**src/rtl/pdm_clk_pkg.sv**
```systemverilog
package pdm_clk_pkg;
  // Single-cycle markers raised in the same cycle as the clock output changes.
  typedef struct packed {
    logic rise;
    logic fall;
  } pdmEdge_t;
endpackage

```
**src/rtl/pdm_clk_ctrl.sv**
```systemverilog
module pdm_clk_ctrl
  import pdm_clk_pkg::*;
#(
  parameter int DIV_W   = 8,
  parameter int MAX_DIV = 240
) (
  input  logic             clk,
  input  logic             rstN,
  input  logic [DIV_W-1:0] divVal,
  input  logic             run,
  output logic             pdmClk,
  output pdmEdge_t         edges,
  output logic             divTooSlow
);
  localparam logic [DIV_W-1:0] MinDiv = DIV_W'(2);

  logic [DIV_W-1:0] effDiv;
  logic [DIV_W-1:0] hiLen;
  logic [DIV_W-1:0] cnt;
  logic [DIV_W-1:0] cntNext;
  logic             active;
  logic             clkNext;

  always_comb begin
    effDiv     = (divVal < MinDiv) ? MinDiv : divVal;
    hiLen      = effDiv >> 1;
    cntNext    = (!active || cnt >= effDiv - 1'b1) ? '0 : cnt + 1'b1;
    clkNext    = cntNext < hiLen;
    divTooSlow = int'(effDiv) > MAX_DIV;
  end

  always_ff @(posedge clk) begin
    if (!rstN || !run) begin
      active <= 1'b0;
      cnt    <= '0;
      pdmClk <= 1'b0;
      edges  <= '0;
    end else begin
      active     <= 1'b1;
      cnt        <= cntNext;
      pdmClk     <= clkNext;
      edges.rise <= clkNext & ~pdmClk;
      edges.fall <= ~clkNext & pdmClk;
    end
  end
endmodule

```
**src/rtl/pdm_strobe_path.sv**
```systemverilog
module pdm_strobe_path
  import pdm_clk_pkg::*;
#(
  parameter int SKEW_W   = 4,
  parameter int NUM_MICS = 2
) (
  input  logic                clk,
  input  logic                rstN,
  input  logic                run,
  input  pdmEdge_t            edges,
  input  logic                edgeSel,
  input  logic [SKEW_W-1:0]   skewVal,
  input  logic [NUM_MICS-1:0] micEn,
  output logic [NUM_MICS-1:0] micStrobe
);
  localparam int Depth = 1 << SKEW_W;

  logic             evt;
  logic [Depth-2:0] dlyReg;
  logic [Depth-1:0] tapVec;
  logic             tap;

  assign evt    = edgeSel ? edges.fall : edges.rise;
  assign tapVec = {dlyReg, evt};
  assign tap    = tapVec[skewVal];

  // Flushing on stop keeps stale events out of the next run.
  always_ff @(posedge clk) begin
    if (!rstN || !run) dlyReg <= '0;
    else               dlyReg <= {dlyReg[Depth-3:0], evt};
  end

  for (genvar m = 0; m < NUM_MICS; m++) begin : g_mic
    assign micStrobe[m] = tap & micEn[m];
  end
endmodule

```
**src/rtl/pdm_clkgen.sv**
```systemverilog
module pdm_clkgen
  import pdm_clk_pkg::*;
#(
  parameter int DIV_W      = 8,
  parameter int SKEW_W     = 4,
  parameter int SYS_CLK_HZ = 24_000_000,
  parameter int MIN_PDM_HZ = 100_000
) (
  input  logic              clk,
  input  logic              rstN,
  input  logic [DIV_W-1:0]  divVal,
  input  logic [SKEW_W-1:0] skewVal,
  input  logic              edgeSel,
  input  logic              enA,
  input  logic              enB,
  output logic              pdmClk,
  output logic              strobeA,
  output logic              strobeB,
  output logic              divInvalid
);
  localparam int MaxDiv = SYS_CLK_HZ / MIN_PDM_HZ;

  pdmEdge_t   edges;
  logic       run;
  logic [1:0] micStrobe;

  assign run = enA | enB;

  pdm_clk_ctrl #(.DIV_W(DIV_W), .MAX_DIV(MaxDiv)) u_ctrl (
    .clk(clk), .rstN(rstN), .divVal(divVal), .run(run),
    .pdmClk(pdmClk), .edges(edges), .divTooSlow(divInvalid)
  );

  pdm_strobe_path #(.SKEW_W(SKEW_W), .NUM_MICS(2)) u_strobe (
    .clk(clk), .rstN(rstN), .run(run), .edges(edges), .edgeSel(edgeSel),
    .skewVal(skewVal), .micEn({enB, enA}), .micStrobe(micStrobe)
  );

  assign strobeA = micStrobe[0];
  assign strobeB = micStrobe[1];
endmodule

```
**config.mk**
```make
export PLATFORM = sky130hd
export DESIGN_NAME = pdm_clkgen
export DESIGN_NICKNAME = d
export VERILOG_FILES = /design/src/rtl/pdm_clk_pkg.sv /design/src/rtl/pdm_clk_ctrl.sv /design/src/rtl/pdm_strobe_path.sv /design/src/rtl/pdm_clkgen.sv
export SDC_FILE = /design/constraint.sdc
export NUM_CORES = 1
export LEC_CHECK = 0
export BUFFER_PORTS_ARGS = -buffer_cell sky130_fd_sc_hd__buf_2
export CORE_MARGIN = 8
export CORE_UTILIZATION = 42
export CTS_CLUSTER_DIAMETER = 150
export DETAILED_ROUTE_END_ITERATION = 8
export HOLD_SLACK_MARGIN = 0.02
export PLACE_DENSITY = 0.71
export SLEW_MARGIN = 0
export SYNTH_ARGS = -nofsm -noshare
export SYNTH_HDL_FRONTEND = slang
export SYNTH_SLANG_ARGS = --single-unit
```
**constraint.sdc**
```tcl
create_clock -name clk -period 6.5 [get_ports clk]
set_input_delay 0.325 -clock clk [delete_from_list [all_inputs] [get_ports clk]]
set_output_delay 0.325 -clock clk [all_outputs]
set_load 0.01 [all_outputs]
```
==> After elaboration in Yosys (flattened, before gate mapping) <==
Index checks and enable logic that the tools add are counted.
{ "word_totals": {"register_bits": 27, "latch_bits": 0, "ram_bits": 0, "romBits": 0, "input_bits": 17, "output_inout_bits": 4, "elab_cells": 31, "memories": 0} }
{ "classes": {"add_sub_neg": 2, "mul": 0, "div_mod_pow": 0, "order_cmp": 5, "eq_ne": 0, "n_shift": 0, "n_mux": 6, "bitwise": 7, "reduce_logical": 5} }
{ "ops": {"columns": ["op", "n"], "rows": [
  ["$mux W8", 2],
  ["$add A8 B1 Y8 const B", 1],
  ["$ge A8 B8 Y1", 1],
  ["$gt A8 B8 Y1 const B", 1],
  ["$lt A8 B2 Y1 const B", 1],
  ["$lt A8 B7 Y1", 1],
  ["$sub A8 B1 Y8 const B", 1],
  ["$lt A4 B5 Y1 const B", 1],
  ["$and A1 B1 Y1", 4],
  ["$bmux W1 S4", 1],
  ["$logic_not A1 Y1", 3],
  ["$mux W1", 3],
  ["$logic_or A1 B1 Y1", 2],
  ["$not A1 Y1", 2],
  ["$or A1 B1 Y1", 1]
]} }

==> Logic depth before layout (Yosys ltp) <==
Gate-level depths: netlist of the first run.
{ "logic_depth": {"depth_word": 9, "mapped_depth": 19, "mapped_depth_nobuf": 18} }

==> Cells and area by module <==
A second synthesis of the first run with hierarchy kept.
{ "hier_totals": {"hier_cells": 178, "area_unflattened_um2": 1596.5} }
{ "by_module_without_submodules": {"columns": ["module", "n_inst", "cells_each", "area_each_um2", "seq_area_each_um2"], "rows": [
  ["pdm_clk_ctrl", 1, 118, 975.9, 240.2],
  ["pdm_strobe_path", 1, 59, 614.3, 300.3],
  ["pdm_clkgen", 1, 1, 6.3, 0.0]
]} }

==> Worst setup path before layout of the first run <==
No wires, ideal clock.
{ "synth_path": {"kind": "input port to flip-flop", "start": "input port divVal[5]", "end": "register u_ctrl.edges[0] (netlist name)", "setup_time_ns": 0.115, "arrival_time_ns": 3.680, "t_required_ns": 6.385, "setup_slack_ns": 2.704, "cell_stages": 19, "path_buffers": 1, "path_cell_list": "nor4_2 > nand2_1 > o21ai_0 > ha_1 > nand2_1 > xnor2_1 > ha_1 > a21o_1 > nand2_1 > nand4b_1 > or2_2 > clkbuf_1 > nor2_1 > ha_1 > a21oi_1 > a21oi_1 > a211oi_1 > o31ai_2 > and3_1"} }
{ "synth_via": {"elab_chain_len": 9} }
{ "synth_lines": {"columns": ["element", "line_no", "rtl"], "rows": [
  ["start, declared", "pdm_clkgen.sv:11", "input logic [DIV_W-1:0] divVal,"],
  ["$lt A8 B2 Y1", "pdm_clk_ctrl.sv:25", "effDiv = (divVal < MinDiv) ? MinDiv : divVal;"],
  ["$mux W8 *", "pdm_clk_ctrl.sv:25", null],
  ["$sub A8 B1 Y8 *", "pdm_clk_ctrl.sv:27", "cntNext = (!active || cnt >= effDiv - 1'b1) ? '0 : cnt + 1'b1;"],
  ["$ge A8 B8 Y1 *", "pdm_clk_ctrl.sv:27", null],
  ["$logic_or A1 B1 Y1 *", "pdm_clk_ctrl.sv:27", null],
  ["$mux W8 *", "pdm_clk_ctrl.sv:27", null],
  ["named net u_ctrl.cntNext[3]", "pdm_clk_ctrl.sv:20", "logic [DIV_W-1:0] cntNext;"],
  ["$lt A8 B7 Y1 *", "pdm_clk_ctrl.sv:28", "clkNext = cntNext < hiLen;"],
  ["$not A1 Y1 *", "pdm_clk_ctrl.sv:43", "edges.fall <= ~clkNext & pdmClk;"],
  ["$and A1 B1 Y1 *", "pdm_clk_ctrl.sv:43", null]
]} }
Mark *: on every way through the listed nets, which the timed path passes. The rest lies on a longest branch.
A chain may end at the register's enable or synchronous reset.

==> Final worst setup path of the first run <==
{ "layout_path": {"start": "input port divVal[5]", "end": "register u_ctrl.edges[0] (netlist name)"} }
{ "layout_via": {"elab_chain_len": 9} }
{ "layout_lines": {"columns": ["element", "line_no"], "rows": [
  ["$lt A8 B2 Y1", "pdm_clk_ctrl.sv:25"],
  ["$mux W8 *", "pdm_clk_ctrl.sv:25"],
  ["$sub A8 B1 Y8 *", "pdm_clk_ctrl.sv:27"],
  ["$ge A8 B8 Y1 *", "pdm_clk_ctrl.sv:27"],
  ["$logic_or A1 B1 Y1 *", "pdm_clk_ctrl.sv:27"],
  ["$mux W8 *", "pdm_clk_ctrl.sv:27"],
  ["named net u_ctrl.cntNext[3]", "pdm_clk_ctrl.sv:20"],
  ["$lt A8 B7 Y1 *", "pdm_clk_ctrl.sv:28"],
  ["$not A1 Y1 *", "pdm_clk_ctrl.sv:43"],
  ["$and A1 B1 Y1 *", "pdm_clk_ctrl.sv:43"]
]} }
Marks and branches as above.

==> run metrics, run 1 <==
largest area contributor in the netlist dfxtp_1; register area share after synthesis 35.8%; final max-slew violation count 0; initial antenna violation count 0; leakage power 0.730 nW; maximum clock rate 250 MHz; clock-pin slew on the worst setup and hold paths 130 ps; commonest cells after routing, fill and taps aside dfxtp_1, nor2_1, buf_2; Comb pwr share 13.1%; setup TNS 0 ps; Sw Ratio 24.1%; Post-DRT Antenna Nets 0; GRT Util Overall 10.6%; die area 5770 µm²; root buffer cell clkbuf_4; commonest non-fill, non-tap cell in the layout dfxtp_1; clock network fraction of total power 25.0%; vias per cell 5.26; worst r2r src u_ctrl.cnt[0]; fin nets 217; internal power 0.000207 W; Final Hold Violating Endpoints 0; clk sinks 27; TritonCTS clock tree done; Final setup viols 0; Gate Count Post-Synth 161; Hold Startpoint edgeSel; Yosys top cell area share 35.8%; FP Rows 21; DRT Pass-1 Iters 5; Slew HR 64.8%; Synth Warn # 0; Synth Register Bits 27; drc violations 0; Net Sw Power 0.0000658 W; max-cap viol count 0; # diodes 0; Vias 1200; Core ar. 3390 µm²; Hold WC Path Type input port to register; Synth area leaders dfxtp_1, ha_1, and2_1; synth unique cells 36; Setup CP Type input port to register; DP Wirelength 2600 µm; Port-buffer cells 20; minimum clock period 3990 ps; io pins 21; status complete, no violations; mapped cell area 1510 µm²; crit path DAT 4220 ps; Slew @ Worst Pin 523 ps; Setup crit start divVal[5]; Die H 75.9 µm; Required @ worst endpoint 6730 ps; Clock Path Buffers 2; Avg Cell Area, Syn 9.37 µm²; worst-path fanout max 6; Die Width 75.9 µm; Worst Skew 5.10 ps; sequential group share of total power 61.9%; PostCTS Resize Cnt 0; setup bufs post-CTS 0; share of cells above drive strength 1 18.7%; Clock Latency Late Sink 320 ps; Max rail drop VDD 117 µV; Hold WS 280 ps; Tcrit/Tclk final 61.4%; CP Capture Type register; Mapped Nets 195; total wire length 3150 µm; CTS Buf Count 3; Congestion Overflow GR 0; cell area power density 163 nW/µm²; vias in the first global route 1217; area growth from synthesis to layout 10.9%; RSZ-0062 raised after global routing false; drt initial violations 65; H-tree depth 1; DR WL/cell 13.8 µm; RD Place Congestion 0.919; largest net degree at the start of global routing 17; global-route wire length before repair 5280 µm; CP startpoint kind input port; initial core utilization 44.5%; cts-stage hold buffer count 0
==> cell type report <==
class | count | area, µm²
Timing Repair Buffer | 20 | 100
Multi-Input combinational cell | 121 | 912
Sequential cell | 27 | 541
Tap cell | 46 | 57.6
Fill cell | 307 | 1720
Inverter | 10 | 37.5
Clock buffer | 4 | 26.3
==> sequential cells by signal (all words and copies together) (netlist names) <==
| name | count |
|---|---|
| u_strobe.dlyReg | 15 |
| u_ctrl.pdmClk | 1 |
| u_ctrl.active | 1 |
| u_ctrl.cnt | 8 |
| u_ctrl.edges | 2 |
==> path summary, 6_finish.rpt <==
check                            end  depth (start not counted)  slack (ps)
hold / removal    u_strobe.dlyReg[0]                          3         280
setup reg to reg     u_ctrl.edges[0]                         13        3500
setup / recovery     u_ctrl.edges[0]                         19        2510
hold reg to reg      u_ctrl.edges[1]                          1         460
==> critical path, cell delays in order <==
cell and delay [ps]:
buf_2 130, nor4_2 380, nand2_1 130, o21ai_0 340
ha_1 290, nand2_1 80, xnor2_1 140, ha_1 310
a21o_1 190, nand2_1 60, nand4b_1 150, or2_2 380
nor2_1 140, ha_1 270, a21oi_1 160, a21oi_1 110
a211oi_1 320, o31ai_2 110, and3_1 190
==> Yosys cell counts (all sizes together) <==
| cell | count |
|---|---|
| and3 | 2 |
| a21o | 1 |
| clkbuf | 2 |
| dfxtp | 27 |
| o31ai | 1 |
| and2 | 16 |
| a22oi | 1 |
| xor2 | 2 |
| a21oi | 6 |
| nor3 | 1 |
| mux2i | 3 |
| mux4 | 3 |
| o211ai | 2 |
| nand4 | 3 |
| xnor2 | 8 |
| nor4 | 2 |
| or3 | 1 |
| nor3b | 2 |
| nor2 | 20 |
| o21ba | 1 |
| nand3 | 5 |
| nand4b | 1 |
| o21ai | 5 |
| a31oi | 2 |
| ha | 17 |
| nor2b | 1 |
| a211oi | 2 |
| o22ai | 1 |
| inv | 10 |
| and4bb | 1 |
| buf | 1 |
| nand2 | 9 |
| o31a | 1 |
| or2 | 1 |
==> cells by family (layout without fill, tap and decap cells) <==
kind of cell | count (synthesis) | count (layout) | share of synthesized area [%]
AOI/OAI and AO/OA | 23 | 23 | 10.4
xor gates and xnor gates | 10 | 10 | 5.80
and+or+nand+nor | 65 | 65 | 23.7
adders and majority gates | 17 | 17 | 14.1
buffers and inverters | 13 | 34 | 3.73
DFF | 27 | 27 | 35.8
muxes | 6 | 6 | 6.47
==> stage by stage <==
stage                     instance area, µm²  util, %  setup slack, ps  instances  total power [W]
after floorplan                         1510        -             2700        161         0.000194
after CTS                               1670     49.4             2560        228         0.000276
after detailed placement                1650     48.6             2210        224         0.000208
after global placement                  1650     48.6             2450        224         0.000206
final                                   1670     49.4             2510        228         0.000273
after global routing                    1670     49.4             2230        228         0.000289
==> layer usage <==
layer | up-vias | global-route usage (%) | share of wire [%]
met3 | 2 | 3.66 | 6.1
met2 | 30 | 18.7 | 50
met5 | - | 0 | 0
li1 | 602 | - | -
met1 | 566 | 12.3 | 43
met4 | 0 | 1.18 | 0.32
==> power by group through the flow <==
stage | clock network [W] | registers (W) | logic [W]
final | 0.0000682 | 0.000169 | 0.0000358
after global placement | 0 | 0.000172 | 0.0000339
after CTS | 0.0000714 | 0.000169 | 0.0000356
after global routing | 0.0000799 | 0.000169 | 0.0000403
after floorplan | 0 | 0.000172 | 0.0000217
after detailed placement | 0 | 0.000172 | 0.0000354
Power figures use the tool's default switching activity.
==> run 2, diff against run 1 <==
--- a/config.mk
+++ b/config.mk
@@ -5,6 +5,7 @@
 export SDC_FILE = /design/constraint.sdc
 export NUM_CORES = 1
 export LEC_CHECK = 0
+export ABC_AREA = 1
 export BUFFER_PORTS_ARGS = -buffer_cell sky130_fd_sc_hd__buf_2
 export CORE_MARGIN = 8
 export CORE_UTILIZATION = 42
==> constraint.sdc (replaced) <==
create_clock -name clk -period 3.9 [get_ports clk]
set_input_delay 0.195 -clock clk [delete_from_list [all_inputs] [get_ports clk]]
set_output_delay 0.195 -clock clk [all_outputs]
set_load 0.01 [all_outputs]
==> run metrics, run 2 <==
share of cells above drive strength 1 16.9% (was 18.7%); largest net degree at the start of global routing 25 (was 17); PostCTS Resize Cnt 0 (unchanged); Reg area 541 µm² (unchanged); Finished Cell Area 1810 µm² (was 1670 µm²); clk sinks 27 (unchanged); global-route wire length before repair 4860 µm (was 5280 µm); Die H 78.1 µm (was 75.9 µm); internal power 0.000381 W (was 0.000207 W); Top reg by flops u_strobe.dlyReg (unchanged); Mapped Nets 261 (was 195); Slew @ Worst Pin 301 ps (was 523 ps); final-layout fill cell count 389 (was 307); max reg flops 15 (unchanged); Net Sw Power 0.000124 W (was 0.0000658 W); Slew HR 79.7% (was 64.8%); die area 6100 µm² (was 5770 µm²); DRT Pass-1 Iters 4 (was 5); leakage power 0.874 nW (was 0.730 nW); sequential group share of total power 55.6% (was 61.9%); Clock Latency Late Sink 260 ps (was 320 ps); total wire length 2830 µm (was 3150 µm); Tcrit/Tclk final 74.9%; DR WL/cell 9.57 µm (was 13.8 µm); Reg2Reg Setup Slack 1600 ps (was 3500 ps); cell area power density 278 nW/µm² (was 163 nW/µm²); mapped cell area 1620 µm² (was 1510 µm²); Die Width 78.1 µm (was 75.9 µm); Post-synth ARST share 0% (unchanged); CTS Buf Count 3 (unchanged); vias per cell 4.61 (was 5.26); clock network fraction of total power 29.9% (was 25.0%); commonest cells after routing, fill and taps aside inv_1, nor2_1, nand2_1 (was dfxtp_1, nor2_1, buf_2); commonest non-fill, non-tap cell in the layout inv_1 (was dfxtp_1); CP startpoint kind input port (unchanged); TritonCTS clock tree done (unchanged); Max rail drop VDD 110 µV (was 117 µV); clock-pin slew on the worst setup and hold paths 80 ps (was 130 ps); maximum clock rate 343 MHz; drt initial violations 26 (was 65); initial antenna violation count 0 (unchanged); # diodes 0 (unchanged); Hold WC Path Type input port to register (unchanged); max-cap viol count 0 (unchanged); worst-path fanout max 12 (was 6); largest area contributor in the netlist dfxtp_1 (unchanged); register area share after synthesis 33.4% (was 35.8%); CP Capture Type register (unchanged); Clock Path Buffers 2 (unchanged); minimum clock period 2920 ps; Post-synth top cells inv_1, nor2_1, nand2_1, dfxtp_1, ha_1 (was dfxtp_1, nor2_1, ha_1, and2_1, inv_1); Synth Warn # 0 (unchanged); Congestion Overflow GR 0 (unchanged); Hold Path Cell Cnt 3 (unchanged); RD Place Congestion 0.833 (was 0.919); Avg Cell Area, Syn 7.13 µm² (was 9.37 µm²); setup bufs post-CTS 0 (unchanged); Synth area leaders dfxtp_1, ha_1, inv_1 (was dfxtp_1, ha_1, and2_1); Post-DRT Antenna Nets 0 (unchanged); Core ar. 3690 µm² (was 3390 µm²); H-tree depth 1 (unchanged); io pins 21 (unchanged); area growth from synthesis to layout 12.1% (was 10.9%); Required @ worst endpoint 4110 ps (was 6730 ps); worst r2r src u_ctrl.cnt[5] (was u_ctrl.cnt[0]); Sw Ratio 24.6% (was 24.1%); Worst Hold Path EP u_strobe.dlyReg[0] (unchanged); area of the multi-input gates 877 µm² (was 912 µm²); vias in the first global route 1205 (was 1217); Synth Register Bits 27 (unchanged); fin nets 283 (was 217); Port-buffer cells 20 (unchanged); DP Wirelength 2400 µm (was 2600 µm); Setup CP Type input port to register (unchanged); cts-stage hold buffer count 0 (unchanged); Main synth FF type dfxtp_1 (unchanged); Worst Skew 1.90 ps (was 5.10 ps); crit path DAT 3130 ps (was 4220 ps); FP Rows 22 (was 21); Final Hold Violating Endpoints 0 (unchanged); drc violations 0 (unchanged); largest registers u_strobe.dlyReg x15, u_ctrl.cnt x8, u_ctrl.edges x2 (unchanged); Hold Startpoint edgeSel (unchanged); GRT Util Overall 9.29% (was 10.6%); RSZ-0062 raised after global routing false (unchanged); Vias 1364 (was 1200); Gate Count Post-Synth 227 (was 161); Post-synth EDFFs 0 (unchanged); Post-DP Area 1770 µm² (was 1650 µm²); reg2reg path depth 13 (unchanged); setup TNS 0 ps (unchanged); final max-slew violation count 0 (unchanged); most frequent cell after synthesis inv_1 (was dfxtp_1); synth unique cells 33 (was 36); FF-to-FF End u_ctrl.edges[1] (was u_ctrl.edges[0]); initial core utilization 43.9% (was 44.5%); root buffer cell clkbuf_8 (was clkbuf_4); Comb pwr share 14.5% (was 13.1%); Final setup viols 0 (unchanged); status complete, no violations (unchanged); Yosys top cell area share 33.4% (was 35.8%)
## run 2: changes by cell type after synthesis, sizes merged, moves of 3 or more
cell	delta
nor3	+8
mux4	-3
o21ai	+5
nand2	+26
nor2	+17
a21oi	+6
xnor2	-6
inv	+39
and2	-15
mux2i	-3
## run 2: per-layer routing
layer	global-route usage [%]	part of all wire, %	up-vias
met5	0	0	-
met4	2.22	0.81	0
met3	2.62	5.1	4
met2	15.2	43	20
met1	11.8	51	585
li1	-	-	755
## run 2: layout make-up
class | count | share of cell area [%]
Multi-Input combinational cell | 147 | 48.3
Sequential cell | 27 | 29.8
Inverter | 49 | 10.1
Timing Repair Buffer | 21 | 5.93
Tap cell | 48 | 3.31
Clock buffer | 4 | 2.48
## run 2: worst max path at each step
stage          startpoint              end
6_report        divVal[4]  u_ctrl.edges[1]
5_1_grt         divVal[4]  u_ctrl.edges[1]
4_1_cts         divVal[4]  u_ctrl.edges[1]
3_5_place_dp    divVal[4]  u_ctrl.edges[1]
3_3_place_gp    divVal[4]  u_ctrl.edges[1]
2_1_floorplan   divVal[4]  u_ctrl.edges[1]
## run 2: cells by family (layout without fill, tap and decap cells)
| logic type | after synthesis | in the layout | synth area share [%] |
|---|---|---|---|
| DFF | 27 | 27 | 33.4 |
| buffers and inverters | 53 | 74 | 12.4 |
| adders and majority gates | 17 | 17 | 13.1 |
| AOI/OAI and AO/OA | 28 | 28 | 10.0 |
| xor gates and xnor gates | 6 | 6 | 3.25 |
| and+or+nand+nor | 96 | 96 | 27.7 |
## run 2: power by group through the flow
| stage | Clock [W] | Sequential [W] | Combinational (W) |
|---|---|---|---|
| after CTS | 0.000156 | 0.000281 | 0.0000750 |
| after global placement | 0 | 0.000288 | 0.0000736 |
| final | 0.000151 | 0.000281 | 0.0000734 |
| after floorplan | 0 | 0.000288 | 0.0000497 |
| after detailed placement | 0 | 0.000288 | 0.0000747 |
| after global routing | 0.000166 | 0.000282 | 0.0000850 |
## run 2: critical path, cell delays in order
cell	delay, ps
buf_2	110
inv_2	80
nand2_2	80
nor3_2	120
nand3_2	100
nand2_2	120
inv_1	70
ha_1	220
nand2_1	100
nor2_1	50
xor2_1	120
inv_1	50
ha_1	260
nand2_1	80
nor2_1	50
nor2_1	110
and2_1	170
inv_2	90
nor3_1	200
ha_1	280
a21oi_1	150
nand2_1	90
nand2_2	70
nand3_2	80
nor2_2	70
## run 2: through the flow
step                      power (W)  hold slack (ps)  util (%)  instances  setup WS (ps)
after floorplan            0.000337              375         -        227           1010
after global placement     0.000361              417      48.0        292            770
after detailed placement   0.000362              416      48.0        292            685
after CTS                  0.000512              256      49.2        296            960
after global routing       0.000533              292      49.2        296            614
final                      0.000505              257      49.2        296            980
==> run 3, diff against run 2 <==
--- a/config.mk
+++ b/config.mk
@@ -5,7 +5,7 @@
 export SDC_FILE = /design/constraint.sdc
 export NUM_CORES = 1
 export LEC_CHECK = 0
-export ABC_AREA = 1
+export ABC_AREA = 0
 export BUFFER_PORTS_ARGS = -buffer_cell sky130_fd_sc_hd__buf_2
 export CORE_MARGIN = 8
 export CORE_UTILIZATION = 42
==> constraint.sdc (replaced) <==
create_clock -name clk -period 2.8 [get_ports clk]
set_input_delay 0.14 -clock clk [delete_from_list [all_inputs] [get_ports clk]]
set_output_delay 0.14 -clock clk [all_outputs]
set_load 0.01 [all_outputs]
==> run metrics, run 3 (same netlist as run 1, synthesis figures left out) <==
status finished, violations left (was complete, no violations); failing checks setup timing; worst-path fanout max 6 (was 12); clk sinks 27 (unchanged); worst r2r src u_ctrl.cnt[0] (was u_ctrl.cnt[5]); TritonCTS clock tree done (unchanged); vias per cell 5.19 (was 4.61); max reg flops 15 (unchanged); Slew @ Worst Pin 543 ps (was 301 ps); H-tree depth 1 (unchanged); CP cell instances buf_8 -> nor4_4 -> nand2_1 -> o21ai_2 -> buf_4 -> ha_4 -> ha_4 -> nor2b_4 -> o211ai_1 -> a31oi_2 -> or2_4 -> nor2_4 -> ha_4 -> o211ai_1 -> a21oi_2 -> a211oi_2 -> o31ai_2 -> and3_1; Die Width 75.9 µm (was 78.1 µm); Clock Latency Late Sink 320 ps (was 260 ps); clock-pin slew on the worst setup and hold paths 140 ps (was 80 ps); FF-to-FF End u_ctrl.edges[0] (was u_ctrl.edges[1]); drc violations 0 (unchanged); area of the multi-input gates 1120 µm² (was 877 µm²); # diodes 0 (unchanged); Post-DRT Antenna Nets 0 (unchanged); fin nets 244 (was 283); total wire length 3930 µm (was 2830 µm); global-route wire length before repair 6150 µm (was 4860 µm); Slew HR 63.4% (was 79.7%); leakage power 0.908 nW (was 0.874 nW); Die H 75.9 µm (was 78.1 µm); setup TNS -1260 ps (was 0 ps); Port-buffer cells 20 (unchanged); Final Hold Violating Endpoints 0 (unchanged); CP Capture Type register (unchanged); Core ar. 3390 µm² (was 3690 µm²); dpl ws -837 ps (was 685 ps); io pins 21 (unchanged); Top reg by flops u_strobe.dlyReg (unchanged); die area 5770 µm² (was 6100 µm²); root buffer cell clkbuf_4 (was clkbuf_8); Tcrit/Tclk final 116%; final-layout fill cell count 252 (was 389); CP startpoint kind input port (unchanged); vias in the first global route 1363 (was 1205); Hold Startpoint edgeSel (unchanged); initial antenna violation count 0 (unchanged); FP Rows 21 (was 22); CP max stage cell o31ai_2 (was ha_1); Worst Skew 3.21 ps (was 1.90 ps); minimum clock period 3250 ps; Vias 1323 (was 1364); Clock Path Buffers 2 (unchanged); cell area power density 329 nW/µm² (was 278 nW/µm²); share of cells above drive strength 1 41.6% (was 16.9%); family with the most delay on the worst path compound AO/OA/AOI/OAI gates (was simple AND/OR/NAND/NOR gates); final worst slack -448 ps (was 980 ps); commonest cells after routing, fill and taps aside dfxtp_1, buf_4, buf_2 (was inv_1, nor2_1, nand2_1); initial core utilization 44.5% (was 43.9%); max-cap viol count 0 (unchanged); DRT Pass-1 Iters 4 (unchanged); largest net degree at the start of global routing 17 (was 25); Max rail drop VDD 333 µV (was 110 µV); area growth from synthesis to layout 40.5% (was 12.1%); Reg area 541 µm² (unchanged); commonest non-fill, non-tap cell in the layout dfxtp_1 (was inv_1); Finished Core Util 62.5% (was 49.2%); drt initial violations 62 (was 26); crit path DAT 3520 ps (was 3130 ps); reg2reg path depth 13 (unchanged); Required @ worst endpoint 3080 ps (was 4110 ps); Hold WC Path Type input port to register (unchanged); GRT Util Overall 12.5% (was 9.29%); Final setup viols 3 (was 0); Crit path top cell by count ha_4; Buf/Inv on CP 2 (was 5); Hold Path Cell Cnt 3 (unchanged); RSZ-0062 raised after global routing true (was false); final max-slew violation count 0 (unchanged); Layout Cells excl Fill 255 (was 296); Reg2Reg Setup Slack 60 ps (was 1600 ps); Congestion Overflow GR 0 (unchanged); Worst Hold Path EP u_strobe.dlyReg[0] (unchanged); CTS Buf Count 3 (unchanged); Setup CP Type input port to register (unchanged); crit-path max cell delay 310 ps (was 280 ps); largest registers u_strobe.dlyReg x15, u_ctrl.cnt x8, u_ctrl.edges x2 (unchanged); Placed Cells 243 (was 292); DP Wirelength 2930 µm (was 2400 µm); DR WL/cell 15.4 µm (was 9.57 µm); Crit path depth 18 (was 25); RD Place Congestion 0.819 (was 0.833); maximum clock rate 308 MHz
## run 3: worst max-delay path by stage
stage / startpoint / end / slack, ps
6_report: divVal[4] / u_ctrl.edges[0] / -450
5_1_grt: divVal[4] / u_ctrl.edges[0] / -610
4_1_cts: divVal[5] / u_ctrl.edges[0] / -310
3_5_place_dp: divVal[3] / u_ctrl.edges[0] / -840
3_3_place_gp: divVal[3] / u_ctrl.edges[0] / -740
2_1_floorplan: divVal[3] / u_ctrl.edges[0] / -500
## run 3: layer usage
layer | vias to the layer above | GRT usage (%) | wire [µm]
li1 | 659 | - | -
met1 | 636 | 14.8 | 1660
met2 | 18 | 21.9 | 2120
met3 | 10 | 2.71 | 86
met4 | 0 | 3.14 | 71
met5 | - | 0 | 0
## run 3: tightest hold or removal path, cell delays in order
cell and delay (ps):
buf_2 80, mux2i_1 90, nor2_1 90
## run 3: where the power goes
group | internal (W) | switching [W]
combinational | 0.0000718 | 0.0000701
sequential | 0.000389 | 0.00000261
clock | 0.0000545 | 0.000109
## run 3: repair_timing
| action | 4_1_cts | 5_1_grt |
|---|---|---|
| pin swaps | 19 | 24 |
| hold buffers | 0 | 0 |
| endpoints found under the setup margin | 3 | 10 |
| buffers inserted | 4 | 4 |
| resized for setup | 8 | 22 |
## run 3: cell type report
| cell class | instances | share of cell area [%] |
|---|---|---|
| Multi-Input combinational cell | 121 | 53.0 |
| Sequential cell | 27 | 25.5 |
| Clock buffer | 3 | 1.06 |
| Clock inverter | 1 | 0.354 |
| Timing Repair Buffer | 47 | 15.6 |
| Inverter | 10 | 1.77 |
| Tap cell | 46 | 2.72 |
## run 3: metrics by stage
stage          hold slack, ps  cell area [µm²]  power, W
2_1_floorplan             305             1590  0.000458
3_3_place_gp              433             1860  0.000504
6_report                  120             2120  0.000697
5_1_grt                   149             2120  0.000735
3_5_place_dp              444             1860  0.000509
4_1_cts                   114             1950  0.000679
